===== src/rtl/slotbuf_pkg.sv =====
package slotbuf_pkg;
  parameter int DEF_DATA_W = 16;
  parameter int DEF_LEN_W  = 2;
endpackage


===== src/rtl/slotbuf_counter.sv =====
module slotbuf_counter #(
  parameter int LEN_W = 2
) (
  input  logic             clk,
  input  logic             rst,
  input  logic             stb,
  input  logic [LEN_W-1:0] len,
  output logic [LEN_W-1:0] cnt_o,
  output logic             wrap_o,
  output logic             irq_o
);
  assign wrap_o = stb && (cnt_o == len);

  always_ff @(posedge clk) begin
    if (rst) begin
      cnt_o <= '0;
      irq_o <= 1'b0;
    end else begin
      irq_o <= wrap_o;
      if (stb) begin
        if (cnt_o == len) cnt_o <= '0;
        else              cnt_o <= cnt_o + 1'b1;
      end
    end
  end

  AST_CNT_WRAP: assert property (@(posedge clk) disable iff (rst) (stb && cnt_o == len) |=> cnt_o == '0);
  AST_CNT_STEP: assert property (@(posedge clk) disable iff (rst) (stb && cnt_o != len) |=> cnt_o == LEN_W'($past(cnt_o) + 1'b1));
  AST_CNT_IDLE: assert property (@(posedge clk) disable iff (rst) !stb |=> $stable(cnt_o));
  AST_IRQ_FROM_STB: assert property (@(posedge clk) disable iff (rst) irq_o |-> $past(stb));
endmodule


===== src/rtl/slotbuf_txbank.sv =====
module slotbuf_txbank #(
  parameter int DATA_W = 16,
  parameter int LEN_W  = 2,
  localparam int NBUF  = 1 << LEN_W
) (
  input  logic              clk,
  input  logic              rst,
  input  logic              stb,
  input  logic              xfer,
  input  logic [LEN_W-1:0]  cnt,
  input  logic [NBUF-1:0]   inuse,
  input  logic              wr,
  input  logic [LEN_W-1:0]  waddr,
  input  logic [DATA_W-1:0] wdata,
  output logic [DATA_W-1:0] tx_data_o,
  output logic              empty_o,
  output logic              unf_o
);
  logic [DATA_W-1:0] buf_q [NBUF];
  logic [DATA_W-1:0] shd_q [NBUF];
  logic [NBUF-1:0]   written_q, written_n;
  logic [NBUF-1:0]   unf_q, unf_n;
  logic [NBUF-1:0]   wr_hit;

  always_comb begin
    for (int i = 0; i < NBUF; i++) begin
      wr_hit[i]    = wr && (waddr == LEN_W'(i));
      written_n[i] = wr_hit[i] ? 1'b1 : (xfer ? 1'b0 : written_q[i]);
      unf_n[i]     = wr_hit[i] ? 1'b0 :
                     ((xfer && inuse[i] && !written_q[i]) ? 1'b1 : unf_q[i]);
    end
  end

  always_ff @(posedge clk) begin
    if (wr) buf_q[waddr] <= wdata;
    if (xfer) begin
      for (int i = 0; i < NBUF; i++) shd_q[i] <= buf_q[i];
    end
    if (rst) begin
      for (int i = 0; i < NBUF; i++) begin
        buf_q[i] <= '0;
        shd_q[i] <= '0;
      end
    end
  end

  always_ff @(posedge clk) begin
    if (rst) begin
      tx_data_o <= '0;
      written_q <= '0;
      unf_q     <= '0;
      empty_o   <= 1'b1;
      unf_o     <= 1'b0;
    end else begin
      if (stb) tx_data_o <= shd_q[cnt];
      written_q <= written_n;
      unf_q     <= unf_n;
      empty_o   <= wr ? 1'b0 : (xfer ? 1'b1 : empty_o);
      unf_o     <= |(unf_n & inuse);
    end
  end

  AST_EMPTY_CLEARED: assert property (@(posedge clk) disable iff (rst) wr |=> !empty_o);
  AST_EMPTY_SET: assert property (@(posedge clk) disable iff (rst) (xfer && !wr) |=> empty_o);
  AST_TX_HOLD: assert property (@(posedge clk) disable iff (rst) !stb |=> $stable(tx_data_o));

  for (genvar g = 0; g < NBUF; g++) begin : g_unf_chk
    AST_UNF_CLEAR_BY_WRITE: assert property (@(posedge clk) disable iff (rst)
      $fell(unf_q[g]) |-> $past(wr && waddr == LEN_W'(g)));
  end
endmodule


===== src/rtl/slotbuf_rxbank.sv =====
module slotbuf_rxbank #(
  parameter int DATA_W = 16,
  parameter int LEN_W  = 2,
  localparam int NBUF  = 1 << LEN_W
) (
  input  logic              clk,
  input  logic              rst,
  input  logic              stb,
  input  logic              xfer,
  input  logic [LEN_W-1:0]  cnt,
  input  logic [DATA_W-1:0] rx_data,
  input  logic [NBUF-1:0]   inuse,
  input  logic              rd,
  input  logic [LEN_W-1:0]  raddr,
  output logic [DATA_W-1:0] rdata_o,
  output logic              full_o,
  output logic              ovf_o
);
  logic [DATA_W-1:0] shd_q [NBUF];
  logic [DATA_W-1:0] buf_q [NBUF];
  logic [NBUF-1:0]   unread_q, unread_n;
  logic [NBUF-1:0]   ovf_q, ovf_n;
  logic [NBUF-1:0]   rd_hit;

  always_comb begin
    for (int i = 0; i < NBUF; i++) begin
      rd_hit[i]   = rd && (raddr == LEN_W'(i));
      unread_n[i] = (xfer && inuse[i]) ? 1'b1 : (rd_hit[i] ? 1'b0 : unread_q[i]);
      ovf_n[i]    = (xfer && inuse[i] && unread_q[i] && !rd_hit[i]) ||
                    (ovf_q[i] && !rd_hit[i]);
    end
  end

  always_ff @(posedge clk) begin
    if (stb) shd_q[cnt] <= rx_data;
    if (xfer) begin
      for (int i = 0; i < NBUF; i++)
        buf_q[i] <= (LEN_W'(i) == cnt) ? rx_data : shd_q[i];
    end
    if (rst) begin
      for (int i = 0; i < NBUF; i++) begin
        shd_q[i] <= '0;
        buf_q[i] <= '0;
      end
    end
  end

  always_ff @(posedge clk) begin
    if (rst) begin
      rdata_o  <= '0;
      unread_q <= '0;
      ovf_q    <= '0;
      full_o   <= 1'b0;
      ovf_o    <= 1'b0;
    end else begin
      if (rd) rdata_o <= buf_q[raddr];
      unread_q <= unread_n;
      ovf_q    <= ovf_n;
      full_o   <= |(unread_n & inuse);
      ovf_o    <= |(ovf_n & inuse);
    end
  end

  AST_RDATA_HOLD: assert property (@(posedge clk) disable iff (rst) !rd |=> $stable(rdata_o));
  AST_FULL_AFTER_XFER: assert property (@(posedge clk) disable iff (rst) xfer |=> full_o);
  AST_OVF_RISE_AT_XFER: assert property (@(posedge clk) disable iff (rst)
    ((ovf_q & ~$past(ovf_q)) != '0) |-> $past(xfer));
endmodule


===== src/rtl/slotbuf_ctrl.sv =====
module slotbuf_ctrl
  import slotbuf_pkg::*;
#(
  parameter int DATA_W = DEF_DATA_W,
  parameter int LEN_W  = DEF_LEN_W
) (
  input  logic              clk,
  input  logic              rst,
  input  logic [LEN_W-1:0]  cfg_len,
  input  logic              slot_stb,
  input  logic [DATA_W-1:0] ser_rx_data,
  output logic [DATA_W-1:0] ser_tx_data,
  output logic [LEN_W-1:0]  slot_idx,
  output logic              irq,
  input  logic              cpu_wr,
  input  logic [LEN_W-1:0]  cpu_waddr,
  input  logic [DATA_W-1:0] cpu_wdata,
  input  logic              cpu_rd,
  input  logic [LEN_W-1:0]  cpu_raddr,
  output logic [DATA_W-1:0] cpu_rdata,
  output logic              st_tx_empty,
  output logic              st_tx_unf,
  output logic              st_rx_full,
  output logic              st_rx_ovf
);
  localparam int NBUF = 1 << LEN_W;

  logic            wrap;
  logic [NBUF-1:0] inuse;

  for (genvar g = 0; g < NBUF; g++) begin : g_inuse
    assign inuse[g] = (LEN_W'(g) <= cfg_len);
  end

  slotbuf_counter #(.LEN_W(LEN_W)) u_cnt (
    .clk(clk), .rst(rst), .stb(slot_stb), .len(cfg_len),
    .cnt_o(slot_idx), .wrap_o(wrap), .irq_o(irq)
  );

  slotbuf_txbank #(.DATA_W(DATA_W), .LEN_W(LEN_W)) u_tx (
    .clk(clk), .rst(rst), .stb(slot_stb), .xfer(wrap), .cnt(slot_idx),
    .inuse(inuse), .wr(cpu_wr), .waddr(cpu_waddr), .wdata(cpu_wdata),
    .tx_data_o(ser_tx_data), .empty_o(st_tx_empty), .unf_o(st_tx_unf)
  );

  slotbuf_rxbank #(.DATA_W(DATA_W), .LEN_W(LEN_W)) u_rx (
    .clk(clk), .rst(rst), .stb(slot_stb), .xfer(wrap), .cnt(slot_idx),
    .rx_data(ser_rx_data), .inuse(inuse), .rd(cpu_rd), .raddr(cpu_raddr),
    .rdata_o(cpu_rdata), .full_o(st_rx_full), .ovf_o(st_rx_ovf)
  );

  AST_RESET_STATE: assert property (@(posedge clk) rst |=> (st_tx_empty && !st_tx_unf && !st_rx_full && !st_rx_ovf && !irq));
endmodule


===== config.mk =====
export PLATFORM = sky130hd
export DESIGN_NAME = slotbuf_ctrl
export DESIGN_NICKNAME = d
export VERILOG_FILES = /design/src/rtl/slotbuf_pkg.sv /design/src/rtl/slotbuf_counter.sv /design/src/rtl/slotbuf_txbank.sv /design/src/rtl/slotbuf_rxbank.sv /design/src/rtl/slotbuf_ctrl.sv
export SDC_FILE = /design/constraint.sdc
export NUM_CORES = 1
export LEC_CHECK = 0
export ABC_CLOCK_PERIOD_IN_PS = 3410
export BUFFER_PORTS_ARGS = -buffer_cell sky130_fd_sc_hd__buf_2
export CAP_MARGIN = 5
export CORE_UTILIZATION = 30
export DETAILED_ROUTE_END_ITERATION = 8
export SYNTH_ARGS = -nofsm -noshare
export SYNTH_HDL_FRONTEND = slang
export SYNTH_SLANG_ARGS = --single-unit

===== constraint.sdc =====
create_clock -name clk -period 3.41 [get_ports clk]
set_clock_uncertainty 0.15 [all_clocks]
set_input_delay 0.682 -clock clk [delete_from_list [all_inputs] [get_ports clk]]
set_output_delay 0.682 -clock clk [all_outputs]
set_load 0.05 [all_outputs]

==> metrics.md, run 1 <==
| Metric | Value |
|---|---|
| Status | completed |
| Routed vias/inst | around 4.8 |
| Fin. max-slew vios | 0 |
| RSZ-0062 raised after global routing | false |
| Async S/R FF share, synth | 0% |
| Clock sinks | 311 |
| Drt total wl | roughly 31,000 µm |
| PwrDens | roughly 600 mW/mm² |
| Top-count cell post-synth | nand2_1 |
| Avg Cell Area, Syn | 9.46 µm² |
| Grt ovf | 0 |
| Clock Path Buffers | 3 |
| Max Freq | 0.390 GHz |
| Drt wl/cell | about 16 µm |
| Worst setup margin | roughly 0.84 ns |
| Cell count along the critical path | 7 |
| Clk Latency, worst-skew pair | ~0.52 ns |
| VDD IR max | 0.000290 V |
| Die height | ~210 µm |
| CP Data Arrival Time | between 2 and 3 ns |
| Die footprint | 0.0437 mm² |
| Critical path fanouts, max | 16 |
| Post-DP HPWL | 19,100 µm |
| Cells after synthesis | 1,358 |
| Hold_buf cts | 0 |
| Setup bufs post-CTS | 0 |
| Number of remaining DRC errors | 0 |
| Root buffer cell | clkbuf_16 |
| Cell count of the worst reg-to-reg path | 7 |
| Setup WS pre-CTS | 0.753 ns |
| WP data required | ~3.6 ns |
| Worst reg-to-reg setup slack | 0.84 ns |
| R2R Path End | u_rx.shd_q[0][4] |
| Top cell type by total area after synthesis | dfxtp_1 |
| Core outline area | around 0.042 mm² |
| Placer Congestion | a little over 0.7 |
| Least-Margin Pin Slew | ~0.98 ns |
| Slew headroom | a little over a third |
| CTS tree | done |
| Total track usage | 14.5% |
| Synth cell count leaders | nand2_1 (331), dfxtp_1 (279), a21oi_1 (167) |
| Worst reg2reg path startpoint | u_cnt.cnt_o[1] |
| CP startpoint kind | flop |
| Buf/Inv on CP | 3 |
| Slowest stage delay, CP | approximately 0.50 ns |
| Vias in the first global route | approximately 8,900 |
| IO buf count | 81 |
| Post-layout min period | around 2.6 ns |
| Kind of critical path | reg -> reg |
| Final Hold Fails | 0 |
| Initial antenna violation count | 8 |
| Largest net degree at the start of global routing | ~150 |
| DRT Pass-1 Iters | 5 |
| Warnings from Yosys | 0 |
| Dpl cells | approximately 1,900 |
| ANT nets after route | 0 |
| Leakage power | roughly 5.2 nW |
| Largest cells by area after synthesis | dfxtp_1 (43%), nand2_1 (9.7%), mux2i_1 (7.6%) |
| Layout cell share with drive strength beyond 1 | approximately 17% |
| Mapped Nets | 1,405 |
| Synth Cell Area | between 0.01 and 0.015 mm² |
| NumNets Final | roughly 1,400 |
| Count of different cell masters after synthesis | between 40 and 50 |
| CTS Buf Count | 35 |
| Non-Filler Instances | 1,942 |
| Worst min-delay path category | in -> reg |
| Fin crit share | 75.3% |
| Post-synthesis register bit count | just over 300 |
| Final setup viols | 0 |
| First-pass GRT wire length | 50,300 µm |
| H-Tree Depth | 2 |
| Max stage delay cell, worst path | nand2_1 |
| Hold path cells | 2 |
| Initial drt markers | 626 |
| I/O pin total | 82 |
| Sequential cell area fraction in the yosys report | 50.9% |
| CP cell instances | buf_4, inv_1, ha_1, buf_4, nand2_1, nand2_1, a21oi_1 |
| Worst Hold Endpoint | u_rx.unread_q[1] |
| Clock-pin slew on the worst setup and hold paths | approximately 0.060 ns |
| Area Growth Syn to Fin | 14.3% |
| Top FF cell, synth | dfxtp_1 |
| Maxcap violations | 0 |
| Number of synthesized flops with an enable pin | 32 |
| Resized cells post-CTS | 0 |
| DR vias | slightly above 9,000 |
| Setup TNS Final | 0 ns |
| Min-delay src | rst |
| Rows | 75 |
| Post-synth top area share | between 40 and 50% |
| Cell family with most CP delay | simple AND/OR/NAND/NOR gates |
| Initial Util | a little under a third |
| Crit end category | flop |
| Die Wd | 209 µm |
==> worst max path at each step <==
| stage | start | endpoint | slack [ns] |
|---|---|---|---|
| final | u_cnt.cnt_o[1] | u_rx.shd_q[0][4] | 0.84 |
| after global routing | u_cnt.cnt_o[1] | u_rx.shd_q[0][9] | 0.71 |
| after CTS | u_cnt.cnt_o[1] | u_rx.shd_q[0][4] | 0.84 |
| after detailed placement | cfg_len[1] | u_rx.buf_q[0][6] | 0.75 |
| after global placement | cfg_len[1] | u_rx.buf_q[1][10] | 0.87 |
| after floorplan | u_cnt.cnt_o[0] | u_rx.buf_q[3][0] | 0.67 |
==> power breakdown <==
group	internal, mW	switching, mW
clock network	2.27	1.51
logic	0.325	0.614
registers	3.87	0.0865
total	6.46	2.21
==> sequential cells by signal, summed over array words and instances (netlist names) <==
register,count
u_rx.ovf_q,4
u_rx.rdata_o,16
u_rx.unread_q,4
u_tx.written_q,4
u_tx.unf_q,4
u_tx.tx_data_o,16
u_cnt.cnt_o,2
u_cnt.irq_o,1
u_rx.buf_q,64
u_tx.shd_q,64
u_tx.unf_o,1
u_rx.ovf_o,1
u_rx.full_o,1
u_tx.empty_o,1
u_tx.buf_q,64
u_rx.shd_q,64
==> cells by family (layout without fill, tap and decap cells) <==
group / count (synthesis) / after routing / synth area share, %
flops: 311 / 311 / 50.9
fa+ha+maj: 4 / 4 / 0.390
xor+xnor: 3 / 3 / 0.409
simple gates: 507 / 507 / 15.5
buf+inv: 147 / 189 / 5.79
other cells: 0 / 3 / 0
mux: 129 / 129 / 13.2
compound gates: 257 / 257 / 13.7
==> per-layer routing <==
metal  vias to the layer above  GRT usage (%)  part of all wire, %
li1                       4629              -                    -
met1                      4421           18.8                   45
met2                       190           23.7                   47
met3                        61           3.01                  5.0
met4                        12           4.94                  2.7
met5                         -              0                 0.26
==> area by class of cell <==
type | count | area [µm²]
fillers | 4231 | 27500
flip-flops and latches | 311 | 6550
multi-input cells | 900 | 5560
clock buffers | 55 | 1080
well taps | 539 | 674
repair buffers | 102 | 636
clock inverters | 9 | 91.3
inverters | 23 | 86.3
diodes | 3 | 7.51
==> through the flow <==
| stage | power, mW | hold WS, ns | util (%) | instance area [µm²] |
|---|---|---|---|---|
| 2_1_floorplan | 4.76 | 0.282 | - | 12800 |
| 3_3_place_gp | 4.96 | 0.287 | 32.0 | 13500 |
| 3_5_place_dp | 4.98 | 0.294 | 32.0 | 13500 |
| 6_report | 8.67 | 0.218 | 34.9 | 14700 |
| 5_1_grt | 9.00 | 0.215 | 34.8 | 14700 |
| 4_1_cts | 8.77 | 0.202 | 34.8 | 14700 |
==> cell usage in the layout (no fill, tap or decap), types with 4 or more instances in the layout <==
| cell type | instances |
|---|---|
| nand2_1 | 331 |
| dfxtp_1 | 279 |
| a21oi_1 | 167 |
| nor2_1 | 146 |
| mux2i_1 | 97 |
| buf_2 | 80 |
| a211oi_2 | 48 |
| clkbuf_16 | 36 |
| edfxtp_1 | 32 |
| mux4_2 | 30 |
| inv_1 | 23 |
| a211oi_1 | 16 |
| buf_4 | 16 |
| clkbuf_8 | 11 |
| clkbuf_1 | 8 |
| a41oi_1 | 7 |
| a31oi_1 | 5 |
| buf_12 | 5 |
| and2_1 | 4 |
| nand3_1 | 4 |
| nor3_1 | 4 |
| ha_1 | 4 |
| clkinv_2 | 4 |
Power figures use the tool's default switching activity.
==> inputs of run 2 (changes only) <==
ABC_CLOCK_PERIOD_IN_PS = 2400   (was 3410)
clock period = 2.4 ns   (was 3.41 ns; I/O delays follow)
==> run 2 against run 1 <==
Net effect:
- non-clock buffer count rose by 14
- die area unchanged
- worst setup slack worse by 0.70 ns
- flip-flop and latch count did not move
- sequential power increased by 42%
- count of clock-buffer cells in the layout fell by 5
- global-route usage fell by 0.25 points
- largest power group unchanged
- critical path depth down 5
- highest routed layer unchanged
- power grew 38%
- final area is essentially flat
==> metrics.md, run 2 (synthesis gave the netlist of run 1 again) <==
| Metric | Value |
|---|---|
| Status | completed |
| Post-layout min period | between 2 and 2.5 ns |
| Setup bufs post-CTS | 0 |
| Hold_ws | between 0.08 and 0.09 ns |
| Core outline area | 0.0421 mm² |
| Worst setup margin | roughly 0.14 ns |
| Least-Margin Pin Slew | slightly below 0.9 ns |
| Grt ovf | 0 |
| Cell count of the worst reg-to-reg path | 5 |
| Initial antenna violation count | 6 |
| DRT Pass-1 Iters | 5 |
| Resized cells post-CTS | 0 |
| Layout cell share with drive strength beyond 1 | between 15 and 20% |
| Setup WS pre-CTS | around 0.24 ns |
| Filler cell count | between 4,000 and 5,000 |
| Post-DP HPWL | about 20,000 µm |
| Rows | 75 |
| Placer Congestion | 0.718 |
| Drt wl/cell | between 15 and 20 µm |
| Drt total wl | 30,900 µm |
| Die footprint | 0.0437 mm² |
| Final setup viols | 0 |
| Commonest cells after routing, fill and taps aside | nand2_1 (331), dfxtp_1 (277), a21oi_1 (167), nor2_1 (146), mux2i_1 (97) |
| Leakage power | between 5 and 6 nW |
| CP Data Arrival Time | roughly 1.6 ns |
| Number of remaining DRC errors | 0 |
| Final Hold Fails | 0 |
| Layout Utilization | between 30% and 40% |
| Maxcap violations | 0 |
| VDD IR max | ~0.00058 V |
| Initial Util | between 30% and 40% |
| CTS Buf Count | 34 |
| Most common cell after layout, fill and taps aside | nand2_1 |
| CTS tree | done |
| Crit end category | output pin |
| Area Growth Syn to Fin | 14.3% |
| Kind of critical path | reg -> out |
| Clock sinks | 311 |
| Setup TNS Final | 0 ns |
| Clock Path Buffers | 3 |
| CP startpoint kind | flop |
| First-pass GRT wire length | just under 50,000 µm |
| Crit path from | u_cnt.cnt_o[1] |
| ANT nets after route | 0 |
| Slew headroom | a little over two fifths |
| IO buf count | 81 |
| Slowest stage delay, CP | slightly above 0.4 ns |
| Routed vias/inst | 4.79 |
| Initial drt markers | 595 |
| Buf/Inv on CP | 2 |
| Vias in the first global route | around 9,100 |
| Max Freq | ~0.44 GHz |
| Min-delay src | cpu_wdata[7] |
| Hold_buf cts | 0 |
| Clock-pin slew on the worst setup and hold paths | roughly 0.06 ns |
| Fin. max-slew vios | 0 |
| RSZ-0062 raised after global routing | false |
| Worst min-delay path category | in -> reg |
| Cell count along the critical path | 2 |
| Root buffer cell | clkbuf_16 |
| I/O pin total | between 80 and 90 |
| Total track usage | 14.2% |
| DR vias | 9,352 |
| Clk Latency, worst-skew pair | around 0.52 ns |
| Hold path cells | 3 |
| H-Tree Depth | 2 |
| Worst reg2reg path startpoint | u_cnt.cnt_o[0] |
| Max stage delay cell, worst path | dfxtp_2 |
| Fin crit share | a little over nine tenths |
| WP data required | about 1.8 ns |
| PwrDens | roughly 800 mW/mm² |
| Die Wd | roughly 210 µm |
| Total power draw | 12.0 mW |
| Critical path fanouts, max | 17 |
| CP cell instances | buf_4, buf_2 |
| NumNets Final | roughly 1,400 |
| Largest net degree at the start of global routing | just over 100 |
| Cell family with most CP delay | buffers and inverters |
| Die height | ~210 µm |
run 2: changes by cell type in the layout (fill, tap and decap cells not counted):
cell	change
buf_4	+13
clkinv_1	+1
buf_12	+1
clkbuf_1	+5
inv_16	+1
inv_6	-1
dfxtp_1	-2
clkinv_8	-1
clkbuf_16	-1
clkbuf_8	-9
dfxtp_2	+2
clkinv_2	+2
run 2: worst paths after layout:
| kind | endpoint | slack, ns |
|---|---|---|
| worst max register to register | u_rx.shd_q[3][3] | 0.43 |
| worst min-delay path | u_tx.buf_q[1][7] | 0.08 |
| worst max-delay path | slot_idx[1] | 0.14 |
| worst min register to register | u_tx.shd_q[0][12] | 0.30 |
run 2: layout make-up:
type / instances / area [µm²] / share of cell area, %
sequential: 311 / 6550 / 44.6
multi-input combinational: 900 / 5560 / 37.9
clock buffer: 50 / 952 / 6.48
timing repair buffer: 116 / 753 / 5.13
tap: 539 / 674 / 4.59
clock inverter: 11 / 100 / 0.682
inverter: 23 / 86.3 / 0.588
antenna: 3 / 7.51 / 0.0511
run 2: routing by layer:
layer  GRT usage, %  part of all wire [%]  vias to the layer above
met5              0                  0.12                        -
met4           5.05                   2.4                        6
met3           2.98                   4.1                       52
met2           23.4                    47                      134
met1           18.3                    46                     4499
li1               -                     -                     4661
run 2: per-stage QoR:
stage	std cells	cell area, µm²
after floorplan	1358	12900
after global placement	1889	13600
after detailed placement	1889	13600
after CTS	1950	14700
after global routing	1951	14700
final	1953	14700
run 2: worst min-delay path, stage by stage:
cell	delay [ns]
buf_2	0.12
nand2_1	0.05
a21oi_1	0.05
run 2: where the power goes:
group / internal, mW / switching (mW)
logic: 0.485 / 0.872
registers: 5.50 / 0.121
clock network: 2.88 / 2.10
